### config.mk
export PLATFORM = sky130hd
export DESIGN_NAME = bus_decoder
export DESIGN_NICKNAME = d
export VERILOG_FILES = /design/src/rtl/bdec_pkg.sv /design/src/rtl/bdec_region.sv /design/src/rtl/bdec_lanes.sv /design/src/rtl/bdec_rmux.sv /design/src/rtl/bus_decoder.sv
export SDC_FILE = /design/constraint.sdc
export NUM_CORES = 1
export LEC_CHECK = 0
export BUFFER_PORTS_ARGS = -buffer_cell sky130_fd_sc_hd__buf_2
export CAP_MARGIN = 40
export CORE_MARGIN = 2
export CORE_UTILIZATION = 38
export CTS_CLUSTER_SIZE = 20
export DETAILED_ROUTE_END_ITERATION = 7
export PLACE_DENSITY_LB_ADDON = 0.05
export SYNTH_ARGS = -nofsm -noshare
export SYNTH_HDL_FRONTEND = slang
export SYNTH_HIERARCHICAL = 1
export SYNTH_SLANG_ARGS = --single-unit
### constraint.sdc
create_clock -name clk -period 5.6 [get_ports clk]
set_input_delay 0 -clock clk [delete_from_list [all_inputs] [get_ports clk]]
set_output_delay 0 -clock clk [all_outputs]
set_load 0.02 [all_outputs]
### src/rtl/bdec_pkg.sv
package bdec_pkg;

   // decoded destination of one bus access
   typedef enum logic [2:0] {
      TGT_NONE = 3'd0,
      TGT_P8   = 3'd1,
      TGT_P16  = 3'd2,
      TGT_DRAM = 3'd3,
      TGT_PRAM = 3'd4,
      TGT_EXT  = 3'd5
   } tgt_e;

   // select vector bit positions (bit i belongs to target i+1)
   localparam int NUM_SEL  = 5;
   localparam int SEL_P8   = 0;
   localparam int SEL_P16  = 1;
   localparam int SEL_DRAM = 2;
   localparam int SEL_PRAM = 3;
   localparam int SEL_EXT  = 4;

endpackage

### src/rtl/bdec_region.sv
module bdec_region
   import bdec_pkg::*;
#(
   parameter int              ADDR_W    = 16,
   parameter logic [ADDR_W-1:0] P8_BASE   = 16'h0010,
   parameter logic [ADDR_W-1:0] P16_BASE  = 16'h0100,
   parameter logic [ADDR_W-1:0] DRAM_BASE = 16'h0200,
   parameter logic [ADDR_W-1:0] DRAM_LAST = 16'h21FF,
   parameter logic [ADDR_W-1:0] PRAM_BASE = 16'hE000
) (
   input  logic              req,
   input  logic [ADDR_W-1:0] addr,
   output tgt_e              tgt,
   output logic [NUM_SEL-1:0] sel
);

   // ordered compare chain: regions are contiguous and ascending
   always_comb begin
      if (addr < P8_BASE)         tgt = TGT_NONE;
      else if (addr < P16_BASE)   tgt = TGT_P8;
      else if (addr < DRAM_BASE)  tgt = TGT_P16;
      else if (addr <= DRAM_LAST) tgt = TGT_DRAM;
      else if (addr >= PRAM_BASE) tgt = TGT_PRAM;
      else                        tgt = TGT_EXT;
   end

   for (genvar g = 0; g < NUM_SEL; g++) begin : g_sel
      assign sel[g] = req && (tgt == tgt_e'(3'(g + 1)));
   end

endmodule

### src/rtl/bdec_lanes.sv
module bdec_lanes #(
   parameter int DATA_W = 16,
   parameter int LANES  = DATA_W / 8,
   parameter int LSB_W  = (LANES > 1) ? $clog2(LANES) : 1
) (
   input  logic              byte_acc,
   input  logic [LSB_W-1:0]  lane,
   input  logic [DATA_W-1:0] wdata_in,
   output logic [LANES-1:0]  be,
   output logic [DATA_W-1:0] wdata_out
);

   for (genvar g = 0; g < LANES; g++) begin : g_lane
      logic hit;
      assign hit   = !byte_acc || (lane == LSB_W'(g));
      assign be[g] = hit;
      assign wdata_out[g*8 +: 8] = !hit     ? 8'h00 :
                                   byte_acc ? wdata_in[7:0] :
                                              wdata_in[g*8 +: 8];
   end

endmodule

### src/rtl/bdec_rmux.sv
module bdec_rmux
   import bdec_pkg::*;
#(
   parameter int DATA_W = 16,
   parameter int LANES  = DATA_W / 8,
   parameter int LSB_W  = (LANES > 1) ? $clog2(LANES) : 1
) (
   input  logic              clk,
   input  logic              rst_n,
   input  logic              req,
   input  logic              we,
   input  logic              byte_acc,
   input  logic [LSB_W-1:0]  lane,
   input  tgt_e              tgt,
   input  logic [7:0]        p8_rdata,
   input  logic [DATA_W-1:0] p16_rdata,
   input  logic [DATA_W-1:0] dram_rdata,
   input  logic [DATA_W-1:0] pram_rdata,
   input  logic [DATA_W-1:0] ext_rdata,
   output logic [DATA_W-1:0] rdata,
   output logic              err
);

   logic [DATA_W-1:0] word_sel;
   logic [DATA_W-1:0] rd_next;
   logic [7:0]        lane_byte [LANES];
   logic [DATA_W-1:0] rd_q;
   logic              err_q;

   always_comb begin
      case (tgt)
         TGT_P8:   word_sel = {{(DATA_W-8){1'b0}}, p8_rdata};
         TGT_P16:  word_sel = p16_rdata;
         TGT_DRAM: word_sel = dram_rdata;
         TGT_PRAM: word_sel = pram_rdata;
         TGT_EXT:  word_sel = ext_rdata;
         default:  word_sel = '0;
      endcase
   end

   for (genvar g = 0; g < LANES; g++) begin : g_rlane
      assign lane_byte[g] = word_sel[g*8 +: 8];
   end

   // byte-wide peripherals always answer on the low lane
   always_comb begin
      if (!byte_acc || tgt == TGT_P8) rd_next = word_sel;
      else                            rd_next = {{(DATA_W-8){1'b0}}, lane_byte[lane]};
   end

   always_ff @(posedge clk) begin
      if (!rst_n) begin
         rd_q  <= '0;
         err_q <= 1'b0;
      end else begin
         rd_q  <= (req && !we) ? rd_next : '0;
         err_q <= req && (tgt == TGT_NONE);
      end
   end

   assign rdata = rd_q;
   assign err   = err_q;

   // a word read from program SRAM comes back one cycle later
   p_pram_word_r8: assert property (@(posedge clk) disable iff (!rst_n)
      (req && !we && !byte_acc && tgt == TGT_PRAM) |=> (rdata == $past(pram_rdata)));

   // idle cycles leave zero on the read bus
   p_idle_zero_r8: assert property (@(posedge clk) disable iff (!rst_n)
      !req |=> (rdata == '0));

   // an error cycle never carries read data
   p_err_rd_zero_r6: assert property (@(posedge clk) disable iff (!rst_n)
      err |-> (rdata == '0));

   // a word read from a byte peripheral keeps the high lane clear
   p_p8_high_zero_r12: assert property (@(posedge clk) disable iff (!rst_n)
      (req && !we && tgt == TGT_P8) |=> (rdata[DATA_W-1:8] == '0));

endmodule

### src/rtl/bus_decoder.sv
module bus_decoder
   import bdec_pkg::*;
#(
   parameter int                ADDR_W    = 16,
   parameter int                DATA_W    = 16,
   parameter logic [ADDR_W-1:0] P8_BASE   = 16'h0010,
   parameter logic [ADDR_W-1:0] P16_BASE  = 16'h0100,
   parameter logic [ADDR_W-1:0] DRAM_BASE = 16'h0200,
   parameter logic [ADDR_W-1:0] DRAM_LAST = 16'h21FF,
   parameter logic [ADDR_W-1:0] PRAM_BASE = 16'hE000,
   parameter logic [ADDR_W-1:0] VEC_BASE  = 16'hFFE0,
   localparam int               LANES     = DATA_W / 8,
   localparam int               LSB_W     = (LANES > 1) ? $clog2(LANES) : 1
) (
   input  logic              clk,
   input  logic              rst_n,
   input  logic              bus_req,
   input  logic              bus_we,
   input  logic              bus_byte,
   input  logic [ADDR_W-1:0] bus_addr,
   input  logic [DATA_W-1:0] bus_wdata,
   output logic [DATA_W-1:0] bus_rdata,
   output logic              bus_err,
   output logic              sel_p8,
   output logic              sel_p16,
   output logic              sel_dram,
   output logic              sel_pram,
   output logic              sel_ext,
   output logic [ADDR_W-1:0] tgt_addr,
   output logic              tgt_we,
   output logic [LANES-1:0]  tgt_be,
   output logic [DATA_W-1:0] tgt_wdata,
   output logic [7:0]        p8_wdata,
   input  logic [7:0]        p8_rdata,
   input  logic [DATA_W-1:0] p16_rdata,
   input  logic [DATA_W-1:0] dram_rdata,
   input  logic [DATA_W-1:0] pram_rdata,
   input  logic [DATA_W-1:0] ext_rdata
);

   // elaboration-time parameter checks
   if (DATA_W % 8 != 0 || DATA_W < 16) begin : g_bad_width
      $error("bus_decoder: DATA_W must be a multiple of 8 and at least 16");
   end
   if (!(P8_BASE > 0 && P8_BASE < P16_BASE && P16_BASE < DRAM_BASE &&
         DRAM_BASE <= DRAM_LAST && DRAM_LAST < PRAM_BASE &&
         PRAM_BASE <= VEC_BASE)) begin : g_bad_map
      $error("bus_decoder: region bases must ascend without overlap");
   end

   tgt_e               tgt;
   logic [NUM_SEL-1:0] sel;
   logic [LSB_W-1:0]   lane;

   assign lane = bus_addr[LSB_W-1:0];

   bdec_region #(
      .ADDR_W   (ADDR_W),
      .P8_BASE  (P8_BASE),
      .P16_BASE (P16_BASE),
      .DRAM_BASE(DRAM_BASE),
      .DRAM_LAST(DRAM_LAST),
      .PRAM_BASE(PRAM_BASE)
   ) i_region (
      .req (bus_req),
      .addr(bus_addr),
      .tgt (tgt),
      .sel (sel)
   );

   bdec_lanes #(
      .DATA_W(DATA_W),
      .LANES (LANES),
      .LSB_W (LSB_W)
   ) i_lanes (
      .byte_acc (bus_byte),
      .lane     (lane),
      .wdata_in (bus_wdata),
      .be       (tgt_be),
      .wdata_out(tgt_wdata)
   );

   bdec_rmux #(
      .DATA_W(DATA_W),
      .LANES (LANES),
      .LSB_W (LSB_W)
   ) i_rmux (
      .clk       (clk),
      .rst_n     (rst_n),
      .req       (bus_req),
      .we        (bus_we),
      .byte_acc  (bus_byte),
      .lane      (lane),
      .tgt       (tgt),
      .p8_rdata  (p8_rdata),
      .p16_rdata (p16_rdata),
      .dram_rdata(dram_rdata),
      .pram_rdata(pram_rdata),
      .ext_rdata (ext_rdata),
      .rdata     (bus_rdata),
      .err       (bus_err)
   );

   assign sel_p8    = sel[SEL_P8];
   assign sel_p16   = sel[SEL_P16];
   assign sel_dram  = sel[SEL_DRAM];
   assign sel_pram  = sel[SEL_PRAM];
   assign sel_ext   = sel[SEL_EXT];
   assign tgt_addr  = bus_addr;
   assign tgt_we    = bus_req && bus_we && (tgt != TGT_NONE);
   assign p8_wdata  = bus_wdata[7:0];

   // unmapped access yields an error pulse in the next cycle
   p_low_err_r6: assert property (@(posedge clk) disable iff (!rst_n)
      (bus_req && bus_addr < P8_BASE) |=> bus_err);

   // an error pulse always has an unmapped access behind it
   p_err_src_r6: assert property (@(posedge clk) disable iff (!rst_n)
      bus_err |-> ($past(bus_req) && $past(bus_addr) < P8_BASE));

   // no select and no strobe while idle
   p_idle_quiet_r7: assert property (@(posedge clk) disable iff (!rst_n)
      !bus_req |-> ({sel_ext, sel_pram, sel_dram, sel_p16, sel_p8} == '0 && !tgt_we));

   // a mapped access raises exactly one select
   p_single_sel_r7: assert property (@(posedge clk) disable iff (!rst_n)
      (bus_req && bus_addr >= P8_BASE) |->
         ($countones({sel_ext, sel_pram, sel_dram, sel_p16, sel_p8}) == 1));

   // the vector table belongs to program SRAM
   p_vec_pram_r4: assert property (@(posedge clk) disable iff (!rst_n)
      (bus_req && bus_addr >= VEC_BASE) |-> sel_pram);

   // the gap between the SRAMs goes off chip
   p_ext_gap_r5: assert property (@(posedge clk) disable iff (!rst_n)
      (bus_req && bus_addr > DRAM_LAST && bus_addr < PRAM_BASE) |-> sel_ext);

   // byte accesses enable a single lane
   p_byte_be_r9: assert property (@(posedge clk) disable iff (!rst_n)
      (bus_req && bus_byte) |-> $onehot(tgt_be));

   // word accesses enable every lane
   p_word_be_r10: assert property (@(posedge clk) disable iff (!rst_n)
      (bus_req && !bus_byte) |-> (&tgt_be));

   // a write strobe only goes to a selected target
   p_we_mapped_r13: assert property (@(posedge clk) disable iff (!rst_n)
      tgt_we |-> (bus_we && $countones({sel_ext, sel_pram, sel_dram, sel_p16, sel_p8}) == 1));

endmodule

== Yosys cells after proc, flatten, opt, wreduce, memory -nomap -nowiden ==
Index checks and enable logic that the tools add are counted.

* Word-level logic and storage cells: 47
* Bits in registers: 17
* Output and inout bits: 65
* Bits of input ports: 109

* Equality and inequality tests: 5
* Reduce and logical (&&, ||, !) cells: 18
* Bitwise operators: 2
* Magnitude comparators: 6
* Mux-type cells: 13

{| class="wikitable"
|+ Operators with widths
! operator !! count
|-
| $pmux W16 S5 || 1
|-
| $mux W8 || 7
|-
| $ge A16 B16 Y1 const B || 1
|-
| $le A16 B14 Y1 const B || 1
|-
| $lt A16 B10 Y1 const B || 1
|-
| $lt A16 B5 Y1 const B || 1
|-
| $lt A16 B9 Y1 const B || 1
|-
| $mux W3 || 4
|-
| $logic_and A1 B1 Y1 || 9
|-
| $eq A3 B2 Y1 const B || 2
|-
| $eq A3 B3 Y1 const B || 2
|-
| $eq A3 B1 Y1 const B || 1
|-
| $logic_not A3 Y1 || 1
|-
| $logic_or A1 B1 Y1 || 3
|-
| $reduce_and A3 Y1 || 1
|-
| $reduce_bool A3 Y1 || 1
|-
| $ge A2 B2 Y1 const B || 1
|-
| $logic_not A1 Y1 || 2
|-
| $not A1 Y2 || 1
|-
| $reduce_and A2 Y1 || 1
|-
| $mux W1 || 1
|-
| $not A1 Y1 || 1
|}

== Logic depth before layout (Yosys ltp) ==
Gate-level depths: netlist (run 1).

* Depth in word-level cells: 12
* Gate-level depth with buffers: 10
* Gate-level depth less buffers: 8

== Modules after synthesis ==
Netlist (run 1), hierarchy kept.

{| class="wikitable"
|+ By module, submodules not included
! module !! cells each !! instances !! seq. area each (um^2) !! area each (um^2)
|-
| bdec_rmux || 130 || 1 || 340.3 || 1149.9
|-
| bus_decoder || 25 || 1 || 0.0 || 190.2
|-
| bdec_lanes || 23 || 1 || 0.0 || 181.4
|-
| bdec_region || 19 || 1 || 0.0 || 145.1
|}

== Worst setup path before layout (run 1) ==
No wires, ideal clock.

* Path type: input port to flip-flop
* Start point: input port bus_addr[9]
* End point: register i_rmux.rd_q[12], in the netlist i_rmux/rdata[12]
* Setup time: 0.065 ns
* Data required time: 5.535 ns
* Path buffers: 1
* Data arrival time: 2.174 ns
* Stages: 9
* Setup slack: 3.361 ns
* Cells stage by stage: or4_4 a211oi_4 inv_2 nor2_1 nor3_1 a2111o_1 clkbuf_1 a21o_1 nor2b_1

* Elaborated cells between the ends (all ways): 18
* Classes of those cells: order compare: 5; eq/ne: 5; mux: 6; reduce/logical: 2

{| class="wikitable"
|+ RTL lines
! element !! RTL line !! text
|-
| start: declaration || bus_decoder.sv:20 || <nowiki>input logic [ADDR_W-1:0] bus_addr,</nowiki>
|-
| $le A16 B14 Y1 || bdec_region.sv:22 || <nowiki>else if (addr <= DRAM_LAST) tgt = TGT_DRAM;</nowiki>
|-
| $mux W3 || bdec_region.sv:22 ||
|-
| $mux W3 || bdec_region.sv:21 || <nowiki>else if (addr < DRAM_BASE) tgt = TGT_P16;</nowiki>
|-
| $mux W3 || bdec_region.sv:20 || <nowiki>else if (addr < P16_BASE) tgt = TGT_P8;</nowiki>
|-
| $mux W3 (*) || bdec_region.sv:19 || <nowiki>if (addr < P8_BASE) tgt = TGT_NONE;</nowiki>
|-
| via tgt[2] || bus_decoder.sv:51 || <nowiki>tgt_e tgt;</nowiki>
|-
| $eq A3 B1 Y1 || bdec_rmux.sv:31, bdec_rmux.sv:47 ||
|-
| $logic_or A1 B1 Y1 || bdec_rmux.sv:47 || <nowiki>if (!byte_acc || tgt == TGT_P8) rd_next = word_sel;</nowiki>
|-
| $reduce_and A3 Y1 (no line) || - ||
|-
| end signal: assignment || bdec_rmux.sv:56 || <nowiki>rd_q <= (req && !we) ? rd_next : '0;</nowiki>
|-
| end: declaration || bdec_rmux.sv:27 || <nowiki>logic [DATA_W-1:0] rd_q;</nowiki>
|}

The timed path passes the listed nets; every way through them passes the cells marked *.
A chain may end at the register's enable or synchronous reset.

== Final worst setup path (run 1) ==
* Start point: input port bus_addr[9]
* End point: register i_rmux.rd_q[3], in the netlist i_rmux/rdata[3]

* Elaborated cells between the ends (all ways): 21
* Classes of those cells: order compare: 5; eq/ne: 5; mux: 10; reduce/logical: 1

{| class="wikitable"
|+ RTL lines
! element !! RTL line !! text
|-
| $le A16 B14 Y1 || bdec_region.sv:22 ||
|-
| $mux W3 || bdec_region.sv:22 ||
|-
| $mux W3 || bdec_region.sv:21 ||
|-
| $mux W3 || bdec_region.sv:20 ||
|-
| $mux W3 (*) || bdec_region.sv:19 ||
|-
| via tgt[2] || bus_decoder.sv:51 ||
|-
| $eq A3 B3 Y1, or another cell as far along || bdec_rmux.sv:31 || <nowiki>case (tgt)</nowiki>
|-
| $pmux W16 S5 || bdec_rmux.sv:31 ||
|-
| $mux W8 (not written as such) (3 in series) || bdec_rmux.sv:48 || <nowiki>else rd_next = {{(DATA_W-8){1'b0}}, lane_byte[lane]};</nowiki>
|-
| $mux W8 (*) || bdec_rmux.sv:47 ||
|}

The timed path passes the listed nets; every way through them passes the cells marked *. The select of a mux whose other input is x is not followed.

==> results of run 1 <==
==> synthesized netlist by cell type, drive strengths merged (2+ instances only) <==
cell type,instances
nand3b,4
a211oi,10
a22o,8
nand2b,5
a21oi,8
nor2b,4
nor3,10
nor2,16
dfxtp,17
a2bb2oi,2
mux2i,28
or3,3
o22ai,2
and3,3
or4,2
o22a,6
and2,10
a211o,2
a2111oi,2
a221oi,2
inv,4
clkbuf,4
buf,35
==> flip-flops by register name, indices dropped and copies added (netlist names) <==
| signal | cells |
|---|---|
| i_rmux/rdata | 16 |
| i_rmux/err | 1 |
==> cells in the final DEF (no fill, tap or decap), types with 2 or more instances in the layout <==
master     instances
inv_1              2
a2111oi_0          2
a22o_1             8
o22ai_1            2
a2bb2oi_1          2
a211oi_1           8
nor2b_1            4
nand2b_1           5
and2_1             8
a211o_1            2
nor2_1            15
buf_2            167
and3_1             2
o22a_1             6
or3_2              2
nor3_1            10
nand3b_1           4
a21oi_1            8
dfxtp_1           17
and2_4             2
a221oi_1           2
clkbuf_8           3
mux2i_1           28
==> per-stage QoR <==
stage | utilization (%) | cell area [sq um] | hold slack [ns] | worst slack, ns
after floorplan | - | 1667 | 0.1126 | 3.361
after global placement | 53.58 | 2301 | 0.0001367 | 2.418
after detailed placement | 54.22 | 2328 | 0.0001367 | 2.390
after CTS | 55.51 | 2384 | 0.0001367 | 2.670
after global routing | 55.51 | 2384 | 0.00003246 | 2.368
final | 55.51 | 2384 | 0.00002991 | 2.654
==> final cells by class <==
| class | instances | area (sq um) |
|---|---|---|
| clock buffers | 4 | 45.04 |
| multi-input cells | 137 | 1040 |
| well taps | 52 | 65.06 |
| inverters | 4 | 20.02 |
| fillers | 400 | 1911 |
| repair buffers | 169 | 873.3 |
| flip-flops and latches | 17 | 340.3 |
==> path summary, 6_finish.rpt <==
kind / to / slack [ns] / cells past startpoint
max: i_rmux/rdata[3] / 2.65 / 9
min: tgt_addr[2] / 0.00003 / 0
==> layer usage <==
layer | up-vias | GRT usage [%] | wire (um) | share of wire (%)
met3 | 6 | 4.040 | 522 | 11
met1 | 772 | 26.15 | 2109 | 43
li1 | 970 | - | - | -
met5 | - | 0 | 0 | 0
met2 | 112 | 28.72 | 2186 | 45
met4 | 0 | 5.983 | 50 | 1.0
==> cell families after synthesis <==
| logic type | synth area share (%) |
|---|---|
| mux | 16.82 |
| buf+inv | 17.64 |
| flops | 20.42 |
| simple gates | 22.45 |
| compound gates | 22.67 |
==> report_power, final <==
group,switching [mW],internal [mW]
Clock,0.0395,0.0504
Sequential,0.000857,0.124
Combinational,0.0834,0.0738
Total,0.124,0.248
==> what timing repair did <==
| action | CTS | global route |
|---|---|---|
| gates resized for setup | 0 | 0 |
| hold buffers | 1 | 0 |
| hold endpoints to repair | 1 | 0 |
==> flow_metrics.py, run 1 <==
metrics = {
    "synthesis": {
        "synth_area_leaders": "dfxtp_1 (20%), mux2i_1 (17%), buf_4 (12%)",
        "yosys_warnings": 6,
        "synth_cell_type_count": 44,
        "synth_area_leader_cell": "dfxtp_1",
        "async_reset_ff_share_pct": 0,
        "ys_seq_area_share_pct": 20.42,
        "postSynthAreaPerCell_sq_um": 8.460,
        "synth_area_sq_um": 1667,
        "synth_edf_count": 0,
        "syn_nets": 306,
        "yosys.area.top_type_share_pct": 20.42,
        "synth-main-ff-cell": "dfxtp_1",
        "synth-seq-cells": 17,
        "synth_cells": 197,
    },
    "clocking": {
        "path_clk_slew_ns": 0.06,
        "cts-root-buf": "clkbuf_8",
        "cts_made_buffers": 3,
        "cts_setup_buffers": 0,
        "cts_tree": "built",
        "h-tree-depth": 1,
        "cts_buffer_depth": 2,
        "cts_sinks": 17,
    },
    "placement": {
        "port_buffers": 167,
        "hpwl_mm": 4.081,
        "numPlacedInstances": 378,
        "gp_congestion": 0.8316,
    },
    "sta": {
        "rsz0062_at_grt": "no",
        "slew_headroom_pct": 38.65,
        "hold_viol": 0,
        "drv_slew": 0,
        "tightest_slew_ns": 0.9169,
        "period_needed_ns": 2.946,
        "finalSetupTns_ns": 0,
        "finalSetupViolations": 0,
        "fmaxAchievable_mhz": 339.5,
        "finalCritPeriodShare_pct": 52.61,
    },
    "grt": {
        "grt-ovfl-total": 0,
        "grt_use_total_pct": 18.75,
        "grt_pass1_wl_mm": 7.638,
        "antenna_found_initial": 0,
        "grt_pass1_vias": 1660,
        "grt_max_degree": 26,
    },
    "setup_path": {
        "path_class": "primary input to flip-flop",
        "cp.arrival_ns": 3.12,
        "path_common_cell": "nand2b_1",
        "crit_buf_inv": 2,
        "path_cells": "buf_2, or4_4, a211oi_4, inv_2, nor2_1, nand2b_1, o22a_1, nand2b_1, a21oi_1",
        "worstSetupStartpoint": "bus_addr[9]",
        "critPathTopFamily": "simple AND/OR/NAND/NOR gates",
        "worst_path_max_delay_cell": "nor2_1",
        "cpPeakStageDelay_ns": 0.77,
        "critPathLaunchType": "primary input",
        "cp_max_fo": 25,
        "worstPathRequired_ns": 5.77,
        "endpoint_kind": "flip-flop",
    },
    "floorplanning": {
        "num_io_pins": 174,
        "dieHeight_um": 70.23,
        "row_count": 24,
        "die_area_sq_um": 4932,
        "coreArea_sq_um": 4294,
        "floorplan.initialDensity_pct": 38.81,
        "fp.dieW_um": 70.23,
    },
    "run": {
        "cap_violations": 0,
    },
    "worst_hold_path": {
        "worstHoldStart": "bus_addr[2]",
        "hp-class": "primary input to output pin",
    },
    "drt": {
        "firstDrtPassIters": 4,
        "wl_per_cell_um": 12.71,
        "first_iter_violations": 81,
        "drc": 0,
        "vias": 1860,
        "vias_per_cell": 4.856,
        "wl_mm": 4.868,
        "ant_nets": 0,
    },
    "power_and_ir_drop": {
        "leakagePower_nw": 1.385,
        "p_total_mw": 0.3720,
        "ir_drop_uv": 71.78,
        "power_density_nw_per_um2": 156.1,
    },
    "final_layout": {
        "finalNonFillerCells": 383,
        "antenna_cells": 0,
        "drive_above_1_share_pct": 55.29,
        "nets": 441,
        "areaGrowthSynthToFinish_pct": 43.02,
    },
    "run_status": {
        "status": "complete, no violations",
    },
}
No activity file was read; power rests on OpenSTA's default activity.
==> run 2: changes to the inputs <==
CORE_UTILIZATION = 32   (was 38)
clock period = 2.41 ns   (was 5.6 ns; I/O delays follow)
==> run 2 against run 1 <==
Compared with the run above:
- total power is 130% higher
- non-clock buffer count is 7 higher
- final cell count is 6.5% higher
- via count is 3.4% higher
- first-iteration DRC count is 47% lower
- cell area is 2.2% higher
- global-route usage is 1.4 points lower
- sequential cell count stayed put
- utilization is 7.5 points lower
- sequential power is 130% higher
- die area is 18% higher
- critical path depth is 1 higher
- critical endpoint is now i_rmux/rdata[1]
- largest cell class unchanged
==> flow_metrics.py, run 2 (same netlist as run 1, synthesis figures left out) <==
metrics = {
    "setup_path": {
        "critPathLaunchType": "primary input",
        "path_cells": "buf_2, or4_4, a211oi_4, inv_2, nor2_1, buf_4, nor2b_1, a2bb2oi_1, a211o_1, a21oi_1",
        "critPathTopFamily": "simple AND/OR/NAND/NOR gates",
        "cp_max_fo": 7,
        "endpoint_kind": "flip-flop",
        "worstPathRequired_ns": 2.59,
        "path_class": "primary input to flip-flop",
        "cp.arrival_ns": 2.29,
        "crit_buf_inv": 3,
        "worst_path_max_delay_cell": "or4_4",
        "cpPeakStageDelay_ns": 0.57,
    },
    "clocking": {
        "holdBufCountCts": 0,
        "cts_buffer_depth": 2,
        "h-tree-depth": 1,
        "cts_made_buffers": 3,
        "cts_sinks": 17,
        "cts_setup_buffers": 0,
        "cts_resized": 0,
        "cts-root-buf": "clkbuf_8",
        "path_clk_slew_ns": 0.06,
        "cts_tree": "built",
    },
    "grt": {
        "grt_pass1_wl_mm": 8.390,
        "grt_use_met1_pct": 21.48,
        "busiest_layer": "met2",
        "use_met3_pct": 4.621,
        "grt_use_total_pct": 17.34,
        "grt-ovfl-total": 0,
        "antenna_found_initial": 0,
        "grt_pass1_vias": 1806,
        "grt_max_degree": 29,
        "met2_usage_pct": 30.27,
    },
    "floorplanning": {
        "coreArea_sq_um": 5075,
        "dieHeight_um": 76.17,
        "row_count": 26,
        "floorplan.initialDensity_pct": 32.84,
        "die_area_sq_um": 5801,
        "fp.dieW_um": 76.17,
        "num_io_pins": 174,
    },
    "final_layout": {
        "nets": 448,
        "largest_reg_flops": 16,
        "mostFrequentLayoutCells": "buf_2 (167), mux2i_1 (28), dfxtp_1 (17), nor2_1 (15), nor3_1 (10)",
        "areaGrowthSynthToFinish_pct": 46.17,
        "finalNonFillerCells": 408,
        "final_common_cell": "buf_2",
        "final_area_sq_um": 2436,
        "final_core_util_pct": 48.00,
        "drive_above_1_share_pct": 56.51,
        "antenna_cells": 0,
    },
    "drt": {
        "vias_per_cell": 4.713,
        "ant_nets": 0,
        "wl_mm": 5.309,
        "first_iter_violations": 43,
        "firstDrtPassIters": 4,
        "drc": 0,
        "wl_per_cell_um": 13.01,
        "vias": 1923,
    },
    "sta": {
        "fmaxAchievable_mhz": 475.1,
        "rsz0062_at_grt": "no",
        "finalCritPeriodShare_pct": 87.34,
        "drv_slew": 0,
        "slew_headroom_pct": 43.99,
        "period_needed_ns": 2.105,
        "worst_slack_ns": 0.3051,
        "finalSetupTns_ns": 0,
        "timing.hold.ws_ns": 0.00004361,
        "hold_viol": 0,
        "tightest_slew_ns": 0.8381,
        "finalSetupViolations": 0,
    },
    "placement": {
        "gp_congestion": 0.7496,
        "numPlacedInstances": 404,
        "pre_cts_slack_ns": 0.04583,
        "port_buffers": 167,
        "hpwl_mm": 4.444,
        "dpl_cell_area_sq_um": 2391,
    },
    "power_and_ir_drop": {
        "ir_drop_uv": 218.1,
        "leakagePower_nw": 1.409,
        "p_total_mw": 0.8655,
        "power_density_nw_per_um2": 355.3,
    },
    "worst_hold_path": {
        "hp-class": "primary input to output pin",
        "hold_path_depth": 0,
        "worstHoldStart": "bus_addr[2]",
        "holdPathEnd": "tgt_addr[2]",
    },
    "run_status": {
        "status": "complete, no violations",
    },
    "run": {
        "cap_violations": 0,
    },
}
run 2: cell type report:
class                           instances  area, sq um
Tap cell                               70        87.58
Inverter                                4        20.02
Clock buffer                            4        45.04
Fill cell                             534         2639
Timing Repair Buffer                  176        903.4
Multi-Input combinational cell        137         1040
Sequential cell                        17        340.3
run 2: where the power goes:
part / total (mW) / leakage (nW) / internal [mW] / switching [mW]
Clock: 0.206 / 0.0228 / 0.117 / 0.0893
Combinational: 0.369 / 1.25 / 0.173 / 0.197
Sequential: 0.290 / 0.138 / 0.288 / 0.00157
Total: 0.865 / 1.41 / 0.578 / 0.288
run 2: how the worst max path moves through the flow:
| stage | startpoint | to | depth (start not counted) |
|---|---|---|---|
| after floorplan | bus_addr[9] | i_rmux/rdata[12] | 9 |
| after global placement | bus_addr[9] | i_rmux/rdata[2] | 8 |
| after detailed placement | bus_addr[9] | i_rmux/rdata[1] | 10 |
| after CTS | bus_addr[9] | i_rmux/rdata[1] | 10 |
| after global routing | bus_addr[9] | i_rmux/rdata[1] | 10 |
| final | bus_addr[9] | i_rmux/rdata[1] | 10 |
run 2: metal layers:
metal / share of wire (%) / up-vias
li1: - / 982
met1: 45 / 830
met2: 46 / 105
met3: 8.2 / 6
met4: 1.3 / 0
met5: 0 / -
